[src/rtl/kdio_pkg.sv]
package kdio_pkg;
    localparam int WORD_W  = 32;
    localparam int CHAR_W  = 8;
    localparam int NREGS   = 4;
    localparam int IDX_W   = $clog2(NREGS);
    localparam int RDY_BIT = 0;
    localparam int IEN_BIT = 1;

    typedef enum logic [IDX_W-1:0] {
        KD_KEY_CTRL = 2'd0,
        KD_KEY_DATA = 2'd1,
        KD_DSP_CTRL = 2'd2,
        KD_DSP_DATA = 2'd3
    } kd_reg_e;

    typedef struct packed {
        logic ready;
        logic ien;
    } kd_ctrl_t;

    typedef struct packed {
        logic [NREGS-1:0] rd_sel;
        logic [NREGS-1:0] wr_sel;
    } kd_strobe_t;

    function automatic logic [WORD_W-1:0] pack_ctrl(kd_ctrl_t c);
        logic [WORD_W-1:0] w;
        w          = '0;
        w[RDY_BIT] = c.ready;
        w[IEN_BIT] = c.ien;
        return w;
    endfunction

    function automatic logic [WORD_W-1:0] pack_char(logic [CHAR_W-1:0] b);
        return {{(WORD_W-CHAR_W){1'b0}}, b};
    endfunction
endpackage

[src/rtl/kdio_decode.sv]
module kdio_decode
    import kdio_pkg::*;
#(
    parameter logic [WORD_W-1:0] BASE_ADDR = 32'hffff_0000
) (
    input  logic [WORD_W-1:0] addr,
    input  logic              rd,
    input  logic              wr,
    output kd_strobe_t        strb
);
    localparam int LOW_W = IDX_W + 2;

    logic             base_hit;
    logic [IDX_W-1:0] idx;
    logic [NREGS-1:0] rd_v;
    logic [NREGS-1:0] wr_v;

    assign base_hit = (addr[WORD_W-1:LOW_W] == BASE_ADDR[WORD_W-1:LOW_W])
                   && (addr[1:0] == 2'b00);
    assign idx = addr[LOW_W-1:2];

    generate
        for (genvar g = 0; g < NREGS; g++) begin : g_sel
            assign rd_v[g] = rd && base_hit && (idx == IDX_W'(g));
            assign wr_v[g] = wr && base_hit && (idx == IDX_W'(g));
        end
    endgenerate

    always_comb begin
        strb.rd_sel = rd_v;
        strb.wr_sel = wr_v;
    end
endmodule

[src/rtl/kdio_kbd_port.sv]
module kdio_kbd_port
    import kdio_pkg::*;
(
    input  logic              clk,
    input  logic              rst,
    input  logic              key_valid,
    input  logic [CHAR_W-1:0] key_byte,
    output logic              key_ready,
    input  logic              ien_wr,
    input  logic              ien_wdata,
    input  logic              data_rd,
    output kd_ctrl_t          ctrl,
    output logic [CHAR_W-1:0] char_out
);
    logic              full_q;
    logic              ien_q;
    logic [CHAR_W-1:0] char_q;

    assign key_ready  = !full_q;
    assign ctrl.ready = full_q;
    assign ctrl.ien   = ien_q;
    assign char_out   = char_q;

    always_ff @(posedge clk) begin
        if (rst) begin
            full_q <= 1'b0;
            ien_q  <= 1'b0;
            char_q <= '0;
        end else begin
            if (ien_wr) begin
                ien_q <= ien_wdata;
            end
            if (key_valid && !full_q) begin
                char_q <= key_byte;
                full_q <= 1'b1;
            end else if (data_rd) begin
                full_q <= 1'b0;
            end
        end
    end
endmodule

[src/rtl/kdio_disp_port.sv]
module kdio_disp_port
    import kdio_pkg::*;
(
    input  logic              clk,
    input  logic              rst,
    input  logic              data_wr,
    input  logic [CHAR_W-1:0] data_wbyte,
    input  logic              ien_wr,
    input  logic              ien_wdata,
    output logic              disp_valid,
    output logic [CHAR_W-1:0] disp_byte,
    input  logic              disp_ready,
    output kd_ctrl_t          ctrl
);
    logic              rdy_q;
    logic              ien_q;
    logic [CHAR_W-1:0] char_q;

    assign disp_valid = !rdy_q;
    assign disp_byte  = char_q;
    assign ctrl.ready = rdy_q;
    assign ctrl.ien   = ien_q;

    always_ff @(posedge clk) begin
        if (rst) begin
            rdy_q  <= 1'b1;
            ien_q  <= 1'b0;
            char_q <= '0;
        end else begin
            if (ien_wr) begin
                ien_q <= ien_wdata;
            end
            if (data_wr && rdy_q) begin
                char_q <= data_wbyte;
                rdy_q  <= 1'b0;
            end else if (!rdy_q && disp_ready) begin
                rdy_q <= 1'b1;
            end
        end
    end
endmodule

[src/rtl/kdio_slave.sv]
module kdio_slave
    import kdio_pkg::*;
#(
    parameter logic [WORD_W-1:0] BASE_ADDR = 32'hffff_0000
) (
    input  logic              clk,
    input  logic              rst,
    input  logic [WORD_W-1:0] bus_addr,
    input  logic              bus_rd,
    input  logic              bus_wr,
    input  logic [WORD_W-1:0] bus_wdata,
    output logic [WORD_W-1:0] bus_rdata,
    input  logic              key_valid,
    input  logic [CHAR_W-1:0] key_byte,
    output logic              key_ready,
    output logic              disp_valid,
    output logic [CHAR_W-1:0] disp_byte,
    input  logic              disp_ready,
    output logic              irq
);
    kd_strobe_t        strb;
    kd_ctrl_t          kctrl;
    kd_ctrl_t          dctrl;
    logic [CHAR_W-1:0] kchar;
    logic              unused_wbits;

    assign unused_wbits = ^{bus_wdata[WORD_W-1:CHAR_W], bus_wdata[0]};

    kdio_decode #(.BASE_ADDR(BASE_ADDR)) dec_i (
        .addr (bus_addr),
        .rd   (bus_rd),
        .wr   (bus_wr),
        .strb (strb)
    );

    kdio_kbd_port kbd_i (
        .clk       (clk),
        .rst       (rst),
        .key_valid (key_valid),
        .key_byte  (key_byte),
        .key_ready (key_ready),
        .ien_wr    (strb.wr_sel[KD_KEY_CTRL]),
        .ien_wdata (bus_wdata[IEN_BIT]),
        .data_rd   (strb.rd_sel[KD_KEY_DATA]),
        .ctrl      (kctrl),
        .char_out  (kchar)
    );

    kdio_disp_port dsp_i (
        .clk        (clk),
        .rst        (rst),
        .data_wr    (strb.wr_sel[KD_DSP_DATA]),
        .data_wbyte (bus_wdata[CHAR_W-1:0]),
        .ien_wr     (strb.wr_sel[KD_DSP_CTRL]),
        .ien_wdata  (bus_wdata[IEN_BIT]),
        .disp_valid (disp_valid),
        .disp_byte  (disp_byte),
        .disp_ready (disp_ready),
        .ctrl       (dctrl)
    );

    always_comb begin
        bus_rdata = '0;
        unique case (1'b1)
            strb.rd_sel[KD_KEY_CTRL]: bus_rdata = pack_ctrl(kctrl);
            strb.rd_sel[KD_KEY_DATA]: bus_rdata = pack_char(kchar);
            strb.rd_sel[KD_DSP_CTRL]: bus_rdata = pack_ctrl(dctrl);
            strb.rd_sel[KD_DSP_DATA]: bus_rdata = pack_char(disp_byte);
            default:                  bus_rdata = '0;
        endcase
    end

    assign irq = (kctrl.ready && kctrl.ien) || (dctrl.ready && dctrl.ien);
endmodule

[config.mk]
export PLATFORM = sky130hd
export DESIGN_NAME = kdio_slave
export DESIGN_NICKNAME = d
export VERILOG_FILES = /design/src/rtl/kdio_pkg.sv /design/src/rtl/kdio_decode.sv /design/src/rtl/kdio_kbd_port.sv /design/src/rtl/kdio_disp_port.sv /design/src/rtl/kdio_slave.sv
export SDC_FILE = /design/constraint.sdc
export NUM_CORES = 1
export LEC_CHECK = 0
export BUFFER_PORTS_ARGS = -buffer_cell sky130_fd_sc_hd__clkbuf_2
export CAP_MARGIN = 20
export CORE_ASPECT_RATIO = 1.4
export CORE_MARGIN = 2
export CORE_UTILIZATION = 26
export DETAILED_ROUTE_END_ITERATION = 8
export PLACE_DENSITY = 0.68
export SLEW_MARGIN = 20
export SYNTH_ARGS = -nofsm -noshare
export SYNTH_HDL_FRONTEND = slang
export SYNTH_SLANG_ARGS = --single-unit
[constraint.sdc]
create_clock -name clk -period 2 [get_ports clk]
set_input_delay 0.1 -clock clk [delete_from_list [all_inputs] [get_ports clk]]
set_output_delay 0.1 -clock clk [all_outputs]
set_load 0.01 [all_outputs]
==> results.json <==
{
  "maxSlewViolCount": 0,
  "htreeDepth": 1,
  "grt_max_degree": 29,
  "clk_pin_slew_ns": 0.07,
  "critPathSlowestCell": "or4_4",
  "ant_nets": 0,
  "diodes": 0,
  "die_h_um": 87.5,
  "yosysWarnings": 0,
  "grt_pass1_wl_um": 4600,
  "leakage_nw": 0.829,
  "grt.overflow.total": 0,
  "grt_setup_unrepaired": "false",
  "rows": 30,
  "min_period_over_period_pct": 87.2,
  "arrival_ns": 1.64,
  "wl_per_cell_um": 10.7,
  "setup_tns_ns": 0,
  "hold_buffers": 0,
  "core-area_um2": 4840,
  "startpoint_type": "primary input",
  "cap_violations": 0,
  "crit_required_ns": 1.90,
  "setup_viol": 0,
  "use_met1_pct": 11.5,
  "grt_pass1_vias": 1022,
  "grtUsageMet2_pct": 20.8,
  "nets": 294,
  "worst_path_largest_cell_delay_ns": 0.53,
  "ctsRootBufferMaster": "clkbuf_8",
  "vias_per_cell": 4.16,
  "fill_cells": 524,
  "post-cts-setup-buffers": 0,
  "drt_iter0_drc": 18,
  "worstSetupPathType": "primary input to output pin",
  "die_area_um2": 5570,
  "hold_viol": 0,
  "clock_skew_ns": 0.00481,
  "clkLatencyLatePin_ns": 0.25,
  "seq_area_um2": 400,
  "critPathTopFamily": "simple AND/OR/NAND/NOR gates",
  "start_util_pct": 26.8,
  "tritoncts": "yes",
  "ctsResizeCount": 0,
  "p_per_area_nw_per_um2": 507,
  "finalCriticalPeriod_ns": 1.74,
  "wirelength_um": 3000,
  "drive_above_1_share_pct": 40.0,
  "ioPinCount": 121,
  "fmax_mhz": 573,
  "synth_area_um2": 1300,
  "post-route-util_pct": 35.0,
  "gp_congestion": 0.688,
  "crit_path_max_fanout": 7,
  "antenna_found_initial": 0,
  "avgSynthCellArea_um2": 9.13,
  "portBuffers": 72,
  "first_pass_iters": 4,
  "vdd_drop_max_mv": 0.250,
  "status": "finished clean",
  "layout-area-overhead-vs-synth_pct": 30.8,
  "synth_cell_types": 26,
  "crit_path_cell_trace": "clkbuf_2 -> or4_4 -> nor4_1 -> buf_4 -> nand4_1 -> buf_4 -> nor2_1 -> clkbuf_2",
  "grt_use_met3_pct": 1.93,
  "hp-class": "primary input to flip-flop",
  "vias": 1160,
  "ys_seq_area_share_pct": 30.9,
  "syn_inst": 142,
  "drcViolationCount": 0,
  "end_kind": "output pin",
  "critPathBufInv": 4,
  "ys_seq_elements": 20,
  "grt_usage_pct": 10.8,
  "cts_buffers": 3,
  "dieWidth_um": 63.7,
  "dp_hpwl_um": 2470,
  "multi_input_area_um2": 754,
  "clock_sinks": 20,
  "grt-busiest-layer": "met2",
  "clock_path_buffers": 2
}
## registers in the layout, summed over array words and instances (netlist names)
register,cells
dsp_i.disp_byte,8
dsp_i.ien_q,1
dsp_i.rdy_q,1
kbd_i.char_out,8
kbd_i.full_q,1
kbd_i.ien_q,1
## power by group
group          switching (mW)  internal [mW]  total (mW)
Clock                   0.128          0.175       0.303
Sequential            0.00723          0.409       0.416
Combinational          0.0699         0.0703       0.140
## metrics by stage
stage	total power [mW]	cells	setup slack, ns	instance area [um2]	hold slack (ns)
after floorplan	0.537	165	0.234	1380	0.246
after global placement	0.564	275	0.0580	1640	0.336
after detailed placement	0.567	275	0.0306	1640	0.346
after CTS	0.879	279	0.224	1700	0.0707
after global routing	0.915	279	0.160	1700	0.0785
final	0.859	279	0.256	1700	0.0758
## kinds of logic after synthesis
| kind of cell | after synthesis | share of synthesized area (%) |
|---|---|---|
| mux | 26 | 22.0 |
| compound gates | 3 | 1.93 |
| other cells | 1 | 0.289 |
| simple gates | 58 | 27.3 |
| flops | 20 | 30.9 |
| buf+inv | 34 | 17.6 |
## final timing paths
kind,to,cells past startpoint,start,slack (ns)
hold reg to reg,kbd_i.char_out[6],2,kbd_i.char_out[6],0.50
setup reg to reg,kbd_i.char_out[5],4,kbd_i.full_q,0.74
setup / recovery,bus_rdata[7],8,bus_addr[13],0.26
hold / removal,kbd_i.char_out[1],3,key_byte[1],0.08
## cell type report
cell class                      instances  area share [%]
Multi-Input combinational cell        111            44.5
Timing Repair Buffer                   76            23.0
Sequential cell                        20            23.6
Clock buffer                            4            3.25
Inverter                                4           0.886
Tap cell                               64            4.72
## worst reg2reg max path, delay by kind of cell (launching register included)
| family | cells | cell delay [ns] |
|---|---|---|
| buf+inv | 1 | 0.24 |
| mux | 1 | 0.20 |
| flops | 1 | 0.36 |
| simple gates | 2 | 0.33 |
## layer usage
metal	part of all wire (%)	wire, um
met1	38	1120
met2	54	1610
met3	8.1	244
met4	0.63	19
met5	0	0
## cell usage in the layout (no fill, tap or decap), drive strengths merged, types with 4 or more instances in the layout
cell type / netlist / routed
buf: 27 / 4
or2b: 9 / 9
dfxtp: 20 / 20
clkbuf: 3 / 76
nand4: 5 / 5
inv: 4 / 4
mux2i: 24 / 24
nor2: 18 / 18
nand2b: 11 / 11
conb: 1 / 24
nor4: 5 / 5
## Yosys cell counts (all sizes together)
cell	number	area (um2)
clkbuf	3	11.3
o21bai	1	7.51
o31a	1	8.76
nand4	5	31.3
nand2	1	3.75
inv	4	15.0
a22o	1	8.76
conb	1	3.75
nand2b	11	68.8
nor3b	2	15.0
nand3	1	5.00
nor2b	1	6.26
dfxtp	20	400
buf	27	201
mux4	2	45.0
or2b	9	68.8
nor4	5	37.5
or4	2	22.5
and4	2	17.5
nor2	18	67.6
mux2i	24	240
and4b	1	10.0
Note: power is estimated with default switching activity, not from simulation.
